$ cat config.mk
export PLATFORM = sky130hd
export DESIGN_NAME = mrt_timebase
export DESIGN_NICKNAME = d
export VERILOG_FILES = /design/src/rtl/mrt_pkg.sv /design/src/rtl/mrt_period_div.sv /design/src/rtl/mrt_cycle_strobe.sv /design/src/rtl/mrt_irq_select.sv /design/src/rtl/mrt_timebase.sv
export SDC_FILE = /design/constraint.sdc
export NUM_CORES = 1
export LEC_CHECK = 0
export BUFFER_PORTS_ARGS = -buffer_cell sky130_fd_sc_hd__buf_2
export CAP_MARGIN = 30
export CORE_MARGIN = 3
export CORE_UTILIZATION = 60
export CTS_BUF_LIST = sky130_fd_sc_hd__clkbuf_8 sky130_fd_sc_hd__clkbuf_16
export DETAILED_ROUTE_END_ITERATION = 8
export GPL_TIMING_DRIVEN = 0
export PLACE_DENSITY = 0.75
export REMOVE_ABC_BUFFERS = 1
export SLEW_MARGIN = 20
export SYNTH_ARGS = -nofsm -noshare
export SYNTH_HDL_FRONTEND = slang
export SYNTH_SLANG_ARGS = --single-unit
$ cat constraint.sdc
create_clock -name clk -period 9.5 [get_ports clk]
set_input_delay 2.375 -clock clk [delete_from_list [all_inputs] [get_ports clk]]
set_output_delay 2.375 -clock clk [all_outputs]
set_load 0.05 [all_outputs]
$ cat src/rtl/mrt_pkg.sv
`timescale 1ns/1ps
package mrt_pkg;

    typedef enum logic [1:0] {
        SRC_NONE = 2'd0,
        SRC_EXT  = 2'd1,
        SRC_TMR  = 2'd2,
        SRC_SIO  = 2'd3
    } irq_src_e;

    typedef enum logic [0:0] {
        KIND_FLAG = 1'b0,
        KIND_IRQ  = 1'b1
    } tb_kind_e;

    typedef struct packed {
        logic ext_fall;
        logic tmr_tick;
        logic sio_evt;
    } irq_evt_t;

    // Interval in 20 us base units for each divider kind and code
    function automatic int unsigned base_units(tb_kind_e kind, logic [1:0] sel);
        int unsigned u;
        if (kind == KIND_FLAG) begin
            case (sel)
                2'd0:    u = 50;
                2'd1:    u = 250;
                2'd2:    u = 1250;
                default: u = 6250;
            endcase
        end else begin
            case (sel)
                2'd0:    u = 4;
                2'd1:    u = 50;
                2'd2:    u = 100;
                default: u = 250;
            endcase
        end
        return u;
    endfunction

    function automatic int unsigned max_units(tb_kind_e kind);
        return (kind == KIND_FLAG) ? 6250 : 250;
    endfunction

    // Multiple of the shortest instruction cycle
    function automatic int unsigned cyc_mult(logic [1:0] sel);
        int unsigned m;
        case (sel)
            2'd0:    m = 1;
            2'd1:    m = 5;
            default: m = 15;
        endcase
        return m;
    endfunction

endpackage

$ cat src/rtl/mrt_period_div.sv
`timescale 1ns/1ps
module mrt_period_div
    import mrt_pkg::*;
#(
    parameter tb_kind_e    KIND     = KIND_FLAG,
    parameter int unsigned BASE_DIV = 90
) (
    input  logic       clk,
    input  logic       rst,
    input  logic [1:0] sel,
    output logic       tick
);
    localparam int unsigned MAXLEN = BASE_DIV * max_units(KIND);
    localparam int unsigned CW     = $clog2(MAXLEN + 1);

    logic [CW-1:0] cnt;
    logic [CW-1:0] last;
    logic [1:0]    sel_q;
    logic          chg;

    always_comb begin
        last = CW'(BASE_DIV * base_units(KIND, sel_q) - 1);
        chg  = (sel != sel_q);
        tick = !chg && (cnt == last);
    end

    always_ff @(posedge clk) begin
        if (rst) begin
            cnt   <= '0;
            sel_q <= sel;
        end else if (chg) begin
            cnt   <= '0;
            sel_q <= sel;
        end else if (cnt == last) begin
            cnt <= '0;
        end else begin
            cnt <= cnt + 1'b1;
        end
    end

    AST_CNT_BOUND: assert property (@(posedge clk) disable iff (rst)
        cnt <= last) else $error("count beyond interval");

    AST_RESTART_ZERO: assert property (@(posedge clk) disable iff (rst)
        (sel != sel_q) |=> (cnt == '0)) else $error("no restart");

endmodule

$ cat src/rtl/mrt_cycle_strobe.sv
`timescale 1ns/1ps
module mrt_cycle_strobe
    import mrt_pkg::*;
#(
    parameter int unsigned CYC_UNIT = 12
) (
    input  logic       clk,
    input  logic       rst,
    input  logic [1:0] sel,
    output logic       stb
);
    localparam int unsigned MAXLEN = CYC_UNIT * 15;
    localparam int unsigned CW     = $clog2(MAXLEN + 1);

    logic [CW-1:0] cnt;
    logic [CW-1:0] last;
    logic [1:0]    sel_q;
    logic          chg;
    logic          stb_q;

    always_comb begin
        last = CW'(CYC_UNIT * cyc_mult(sel_q) - 1);
        chg  = (sel != sel_q);
    end

    always_ff @(posedge clk) begin
        if (rst) begin
            cnt   <= '0;
            sel_q <= sel;
            stb_q <= 1'b0;
        end else if (chg) begin
            cnt   <= '0;
            sel_q <= sel;
            stb_q <= 1'b0;
        end else if (cnt == last) begin
            cnt   <= '0;
            stb_q <= 1'b1;
        end else begin
            cnt   <= cnt + 1'b1;
            stb_q <= 1'b0;
        end
    end

    assign stb = stb_q;

    AST_STB_SINGLE: assert property (@(posedge clk) disable iff (rst)
        stb_q |=> !stb_q) else $error("strobe longer than a cycle");

    AST_STB_AFTER_CHG: assert property (@(posedge clk) disable iff (rst)
        (sel != sel_q) |=> !stb_q) else $error("strobe on restart edge");

endmodule

$ cat src/rtl/mrt_irq_select.sv
`timescale 1ns/1ps
module mrt_irq_select
    import mrt_pkg::*;
(
    input  logic     clk,
    input  logic     rst,
    input  irq_src_e src,
    input  logic     ext_int_n,
    input  logic     ext_en,
    input  logic     tmr_tick,
    input  logic     sio_done,
    output logic     irq
);
    logic     pin_q;
    logic     irq_q;
    irq_evt_t evt;
    logic     pick;

    always_comb begin
        evt.ext_fall = pin_q & ~ext_int_n & ext_en;
        evt.tmr_tick = tmr_tick;
        evt.sio_evt  = sio_done;
        case (src)
            SRC_EXT: pick = evt.ext_fall;
            SRC_TMR: pick = evt.tmr_tick;
            SRC_SIO: pick = evt.sio_evt;
            default: pick = 1'b0;
        endcase
    end

    always_ff @(posedge clk) begin
        if (rst) begin
            pin_q <= 1'b1;
            irq_q <= 1'b0;
        end else begin
            pin_q <= ext_int_n;
            irq_q <= pick;
        end
    end

    assign irq = irq_q;

    AST_NO_SOURCE: assert property (@(posedge clk) disable iff (rst)
        (src == SRC_NONE) |=> !irq_q) else $error("request without source");

    AST_EXT_GATED: assert property (@(posedge clk) disable iff (rst)
        (src == SRC_EXT && !ext_en) |=> !irq_q) else $error("external not gated");

endmodule

$ cat src/rtl/mrt_timebase.sv
`timescale 1ns/1ps
module mrt_timebase
    import mrt_pkg::*;
#(
    parameter int unsigned BASE_DIV = 90,
    parameter int unsigned CYC_UNIT = 12
) (
    input  logic       clk,
    input  logic       rst,
    input  logic [1:0] flag_sel,
    input  logic [1:0] irq_sel,
    input  logic [1:0] cyc_sel,
    input  logic       flag_test,
    input  logic [1:0] irq_src,
    input  logic       ext_int_n,
    input  logic       ext_en,
    input  logic       sio_done,
    output logic       tmr_flag,
    output logic       irq_req,
    output logic       cyc_stb
);
    localparam int NDIV = 2;

    logic [1:0] div_sel  [NDIV];
    logic       div_tick [NDIV];
    logic       flag_q;

    assign div_sel[0] = flag_sel;
    assign div_sel[1] = irq_sel;

    for (genvar g = 0; g < NDIV; g++) begin : g_div
        mrt_period_div #(
            .KIND     (tb_kind_e'(g)),
            .BASE_DIV (BASE_DIV)
        ) u_div (
            .clk  (clk),
            .rst  (rst),
            .sel  (div_sel[g]),
            .tick (div_tick[g])
        );
    end

    // Sticky flag: expiry has priority over the test-and-clear strobe
    always_ff @(posedge clk) begin
        if (rst)              flag_q <= 1'b0;
        else if (div_tick[0]) flag_q <= 1'b1;
        else if (flag_test)   flag_q <= 1'b0;
    end

    assign tmr_flag = flag_q;

    mrt_irq_select u_irq (
        .clk       (clk),
        .rst       (rst),
        .src       (irq_src_e'(irq_src)),
        .ext_int_n (ext_int_n),
        .ext_en    (ext_en),
        .tmr_tick  (div_tick[1]),
        .sio_done  (sio_done),
        .irq       (irq_req)
    );

    mrt_cycle_strobe #(
        .CYC_UNIT (CYC_UNIT)
    ) u_cyc (
        .clk (clk),
        .rst (rst),
        .sel (cyc_sel),
        .stb (cyc_stb)
    );

    AST_FLAG_CLEAR: assert property (@(posedge clk) disable iff (rst)
        (flag_test && !div_tick[0]) |=> !tmr_flag) else $error("flag not cleared");

    AST_FLAG_STICKY: assert property (@(posedge clk) disable iff (rst)
        (tmr_flag && !flag_test) |=> tmr_flag) else $error("flag dropped");

endmodule

==> impl_metrics.csv, run 1 <==
group,metric,value,unit
run_status,outcome,"finished, final reports clean",
global_route,antenna_found_initial,0,
pwr,p_per_area,131,mW/mm²
drt,wl_per_cell,13.3,µm
floorplanning,initial_utilization,62.7,%
clock_network,cts.sinks,53,
floorplanning,ioPinCount,17,
floorplanning,core_area,0.00514,mm²
global_route,grt_max_degree,20,
global_route,grt_pass1_wl,10300,µm
worst_setup_path,rr_endpoint,"g_div[1].u_div.cnt[6]",
worst_setup_path,r2r_cells,12,
logic_synthesis,ys.flop_type,"dfxtp_1",
drt,drt_wl_total,5860,µm
sta,skew,0.0108,ns
worst_hold_path,min_path_type,"reg2reg",
clock_network,cts_made_buffers,5,
worst_setup_path,endpoint_kind,"flip-flop",
worst_setup_path,endpoint,"g_div[1].u_div.cnt[6]",
sta,min_period_over_period,39.3,%
pwr,clock_power_share,30.1,%
place,dp_hpwl,4440,µm
drt,routed_via_density,5.55,
worst_setup_path,critPathMaxFanout,16,
sta,worst_pin_slew,0.767,ns
logic_synthesis,synth_common_cells,"nor2_1, dfxtp_1, xnor2_1",
floorplanning,die_width,79.3,µm
logic_synthesis,synth_area_leaders,"dfxtp_1, ha_1, xnor2_1",
pwr,leakage,0.00134,µW
sta,min_period,3.73,ns
pwr,p_comb_share,17.4,%
drt,route.detailed.drc,0,
logic_synthesis,ys_seq_area_share,34.8,%
logic_synthesis,post-synth-top-count-cell,"nor2_1",
sta,final_max_slew_viol_count,0,
worst_setup_path,start_kind,"flip-flop",
worst_setup_path,critPathRequiredTime,9.65,ns
place,gp_congestion,0.892,
logic_synthesis,async_reset_ff_share,0,%
layout,drive_gt1_share,8.40,%
clock_network,cts_buffer_depth,2,
job,drv_cap,0,
logic_synthesis,yosys.area.top_type_share,29.2,%
clock_network,cts_hold_buf,0,
sta,hold-worst-slack,0.476,ns
drt,drt_iter0_markers,141,
global_route,overflow,0,
sta,max_clock_freq,268,MHz
worst_setup_path,path_class,"reg2reg",
clock_network,cts_tree,"done",
logic_synthesis,synth-edff-count,6,
drt,num_vias,2438,
pwr,swShare,29.7,%
layout,layout.nets,412,
logic_synthesis,yosys.area.top_type,"dfxtp_1",
worst_setup_path,timing.rr.start,"g_div[1].u_div.sel_q[1]",
layout,synthToLayoutAreaGrowth,6.79,%
logic_synthesis,ys_types,49,
pwr,power.internal,317,µW
logic_synthesis,syn_avg_cell_area,9.13,µm²
logic_synthesis,synth_cells,353,
pwr,ir_drop,103,µV
logic_synthesis,ys_ff_latch,53,
place,numPortBuffers,16,
worst_setup_path,regToRegSetupSlack,5.77,ns
sta,rsz0062_at_grt,"no",
drt,drtAntennaViolNets,0,
global_route,grt_usage,20.0,%
pwr,power_switching,134,µW
sta,finalSetupTns,0,ns
floorplanning,core.rowCount,26,
global_route,grt_pass1_vias,2341,
worst_hold_path,min-delay-start,"tmr_flag",
sta,slew_headroom,48.6,%
clock_network,clk_pin_slew,0.11,ns
sta,hold_viol_final,0,
layout,diodes,0,
worst_setup_path,crit_start,"g_div[1].u_div.sel_q[1]",
floorplanning,die_h,79.3,µm
clock_network,post_cts_resized,0,
drt,first_pass_iters,4,
clock_network,clk_latency,0.31,ns
logic_synthesis,yosysWarnings,0,
clock_network,root_buffer,"clkbuf_8",
clock_network,cts_setup_buffers,0,
pwr,p_seq_share,52.4,%
logic_synthesis,netlist_area,0.00322,mm²
clock_network,htreeDepth,2,
worst_setup_path,arrival,3.88,ns
floorplanning,fp.dieArea,0.00629,mm²
sta,finalSetupViolCount,0,
==> critical path, cell delays in order (launching register included) <==
cell and delay [ns]:
edfxtp_1 0.51, inv_1 0.17, ha_1 0.34, nor2_1 0.11
ha_1 0.35, xnor2_1 0.23, nand2_1 0.09, fa_1 0.38
xor2_1 0.25, nand4_1 0.14, xor2_1 0.19, xnor2_2 0.64
a211oi_1 0.17
==> logic make-up after synthesis <==
kind of cell             synth area share (%)
AND/OR/NAND/NOR                          22.4
XOR/XNOR                                 17.8
flip-flops                               34.8
AO/OA/AOI/OAI                            9.28
adder cells (fa/ha/maj)                  12.1
buffers and inverters                    3.65
==> worst min-delay path by stage <==
| stage | cells after the start | end | slack, ns |
|---|---|---|---|
| after floorplan | 1 | u_cyc.cnt[0] | 0.43 |
| after global placement | 1 | tmr_flag | 0.44 |
| after detailed placement | 1 | tmr_flag | 0.44 |
| after CTS | 1 | tmr_flag | 0.47 |
| after global routing | 1 | tmr_flag | 0.51 |
| final | 1 | tmr_flag | 0.48 |
==> routing by layer <==
layer / wire length (µm) / GRT usage, % / vias up
met5: 0 / 0 / -
met2: 2690 / 32.7 / 44
met4: 60 / 4.81 / 0
li1: - / - / 1244
met3: 227 / 3.51 / 6
met1: 2890 / 27.4 / 1144
==> registers in the layout, indices dropped and copies added, names as in the netlist <==
name	count
g_div.u_div.sel_q	4
tmr_flag	1
u_irq.pin_q	1
u_irq.irq	1
u_cyc.stb	1
u_cyc.sel_q	2
g_div.u_div.cnt	35
u_cyc.cnt	8
==> through the flow <==
stage	total power [µW]	util, %	instance area, µm²	setup WS, ns	cells
2_1_floorplan	300	-	3180	6.14	345
3_3_place_gp	318	65.1	3350	5.85	431
3_5_place_dp	320	65.1	3350	5.80	431
4_1_cts	455	67.0	3440	5.76	439
5_1_grt	472	67.0	3440	5.44	439
6_report	451	67.0	3440	5.77	439
==> final cells by class <==
class	count	area (µm²)
multi-input cells	273	1990
fillers	441	1700
flip-flops and latches	53	1120
well taps	70	87.6
repair buffers	16	80.1
inverters	19	71.3
clock buffers	5	68.8
clock inverters	3	28.8
==> power by group through the flow <==
| stage | combinational [µW] | clock (µW) | sequential (µW) |
|---|---|---|---|
| CTS | 79.1 | 140 | 236 |
| floorplan | 59.7 | 0 | 241 |
| finish | 78.7 | 136 | 236 |
| global placement | 76.6 | 0 | 241 |
| detailed placement | 78.7 | 0 | 242 |
| global route | 88.0 | 146 | 238 |
==> cells in the final DEF (no fill, tap or decap), types with 2 or more instances in the layout <==
cell type,count
and2_1,4
and3b_1,3
and3_1,8
inv_1,19
o21ai_0,6
ha_1,28
nor3b_1,3
nor2_1,48
dfxtp_1,47
or3_1,3
edfxtp_1,6
or2_2,2
xnor2_1,32
a211oi_1,15
clkbuf_8,5
fa_1,2
buf_2,16
nand2_1,13
a21o_1,3
nor3_1,13
xor2_1,29
a21oi_1,6
and4_1,4
nand3_1,19
nor2b_1,3
nand4_1,7
No activity file was read; power rests on OpenSTA's default activity.
==> run 2: changes to the inputs <==
==> constraint.sdc (replaced) <==
create_clock -name clk -period 3.81 [get_ports clk]
set_input_delay 0.9525 -clock clk [delete_from_list [all_inputs] [get_ports clk]]
set_output_delay 0.9525 -clock clk [all_outputs]
set_load 0.05 [all_outputs]
==> run 2 against run 1 <==
Net effect: hold slack is essentially flat; critical endpoint unchanged; first-iteration DRC count shrank 18%; power grew to 2.6 times the previous value; sequential power grew 150%; critical path type unchanged; cell count grew 0.23%; die area is the same; sequential cell count is the same; count of clock-buffer cells in the layout is the same; clock skew is essentially flat; non-clock buffer count grew 1; wire length grew 0.78%; final area grew 1.2%.
==> impl_metrics.csv, run 2 (synthesis results as in run 1) <==
group,metric,value,unit
sta,final_max_slew_viol_count,0,
clock_network,htreeDepth,2,
worst_setup_path,critPathRequiredTime,3.98,ns
drt,first_pass_iters,4,
clock_network,cts_made_buffers,5,
worst_setup_path,start_kind,"flip-flop",
drt,drt_iter0_markers,115,
clock_network,clk_latency,0.31,ns
drt,drt_wl_total,5910,µm
floorplanning,die_width,79.3,µm
pwr,p_per_area,330,mW/mm²
global_route,overflow,0,
clock_network,clk_pin_slew,0.11,ns
clock_network,cts.sinks,53,
place,placed_cells,431,
sta,min_period_over_period,92.1,%
place,dpl_cell_area,0.00335,mm²
pwr,ir_drop,254,µV
global_route,grt_pass1_wl,10300,µm
pwr,swShare,29.6,%
floorplanning,ioPinCount,17,
job,drv_cap,0,
global_route,antenna_found_initial,0,
pwr,power_switching,340,µW
worst_setup_path,critPathMaxFanout,15,
drt,route.detailed.drc,0,
layout,largest_reg_flops,35,
place,numPortBuffers,16,
worst_setup_path,cp_slowest_cell,"edfxtp_1",
layout,fin_util,67.8,%
worst_setup_path,cpPeakStageDelay,0.51,ns
sta,rsz0062_at_grt,"no",
place,dp_hpwl,4440,µm
run_status,outcome,"finished, final reports clean",
worst_setup_path,endpoint_kind,"flip-flop",
layout,layout.nets,413,
sta,finalSetupViolCount,0,
floorplanning,initial_utilization,62.7,%
layout,diodes,0,
layout,final_area,0.00348,mm²
worst_setup_path,crit_chain,"inv_1 -> ha_1 -> nor2_1 -> ha_1 -> xnor2_1 -> nand2_1 -> fa_1 -> xor2_1 -> xnor2_1 -> a211oi_1 -> and3_2 -> a211oi_1",
global_route,grt_max_degree,20,
worst_hold_path,min_path_type,"reg2reg",
layout,fill_cells,432,
drt,drtAntennaViolNets,0,
worst_setup_path,path_class,"reg2reg",
sta,slew_headroom,50.0,%
pwr,clock_power_share,29.4,%
floorplanning,core.rowCount,26,
floorplanning,fp.dieArea,0.00629,mm²
layout,final_common_cell,"nor2_1",
floorplanning,core_area,0.00514,mm²
clock_network,root_buffer,"clkbuf_8",
clock_network,cts_buffer_depth,2,
sta,min_period,3.51,ns
place,gp_congestion,0.892,
pwr,leakage,0.00135,µW
layout,final_cell_mix,"nor2_1, dfxtp_1, xnor2_1",
drt,wl_per_cell,13.4,µm
sta,worst_pin_slew,0.750,ns
global_route,grt_usage,20.0,%
clock_network,cts_hold_buf,0,
floorplanning,die_h,79.3,µm
sta,max_clock_freq,285,MHz
layout,regMostFlops,"g_div.u_div.cnt",
global_route,grt_pass1_vias,2341,
sta,hold_viol_final,0,
sta,finalSetupTns,0,ns
pwr,p_comb_share,19.4,%
drt,num_vias,2432,
clock_network,cts_tree,"done",
layout,reg.largest.list,"g_div.u_div.cnt: 35 flops, u_cyc.cnt: 8 flops, g_div.u_div.sel_q: 4 flops",
layout,synthToLayoutAreaGrowth,8.03,%
sta,skew,0.0112,ns
pwr,p_seq_share,51.2,%
layout,layoutNonFillerInstCount,440,
pwr,power.internal,810,µW
drt,routed_via_density,5.53,
worst_setup_path,arrival,3.68,ns
layout,drive_gt1_share,9.19,%
[run 2: changes by cell type in the layout (fill, tap and decap cells not counted), sizes merged]
cell,previous run,this run
buf,16,17
[run 2: power by group through the flow]
stage / Sequential [µW] / Combinational [µW] / Clock [µW]
final: 589 / 223 / 338
after global routing: 592 / 247 / 365
after CTS: 590 / 197 / 348
after detailed placement: 602 / 196 / 0
after global placement: 602 / 191 / 0
after floorplan: 600 / 149 / 0
[run 2: final timing paths]
| kind | start | cells after the start | end | slack (ns) |
|---|---|---|---|---|
| hold / removal | tmr_flag | 1 | tmr_flag | 0.48 |
| hold reg to reg | tmr_flag | 1 | tmr_flag | 0.48 |
| setup / recovery | g_div[1].u_div.sel_q[1] | 12 | g_div[1].u_div.cnt[6] | 0.30 |
| setup reg to reg | g_div[1].u_div.sel_q[1] | 12 | g_div[1].u_div.cnt[6] | 0.30 |
[run 2: metrics by stage]
| stage | setup slack, ns | total power (µW) | hold WS (ns) |
|---|---|---|---|
| 6_report | 0.302 | 1150 | 0.476 |
| 5_1_grt | 0.00257 | 1200 | 0.505 |
| 3_3_place_gp | 0.176 | 793 | 0.436 |
| 2_1_floorplan | 0.638 | 749 | 0.430 |
| 3_5_place_dp | 0.111 | 799 | 0.437 |
| 4_1_cts | 0.0703 | 1140 | 0.471 |
[run 2: area by class of cell]
class	count	area, µm²	area share (%)
clock inverter	3	28.8	0.826
sequential	53	1120	32.2
clock buffer	5	68.8	1.98
tap	70	87.6	2.51
inverter	19	71.3	2.05
multi-input combinational	273	2010	57.6
timing repair buffer	17	100	2.87
[run 2: per-layer routing]
layer	track usage (%)	up-vias	part of all wire, %
met2	32.7	38	47
met3	3.51	4	3.9
li1	-	1243	-
met5	0	-	0
met1	27.4	1147	49
met4	4.81	0	0.64
[run 2: timing repair]
action | 4_1_cts | 5_1_grt
resized for setup | 0 | 3
setup endpoints to repair | 0 | 16
setup buffers | 0 | 1
[run 2: worst max-delay path, delay by kind of cell (launching register included)]
family	cells	cell delay, ns
flip-flops	1	0.51
adder cells (fa/ha/maj)	3	1.07
XOR/XNOR	3	0.61
buffers and inverters	1	0.17
AND/OR/NAND/NOR	3	0.64
AO/OA/AOI/OAI	2	0.38
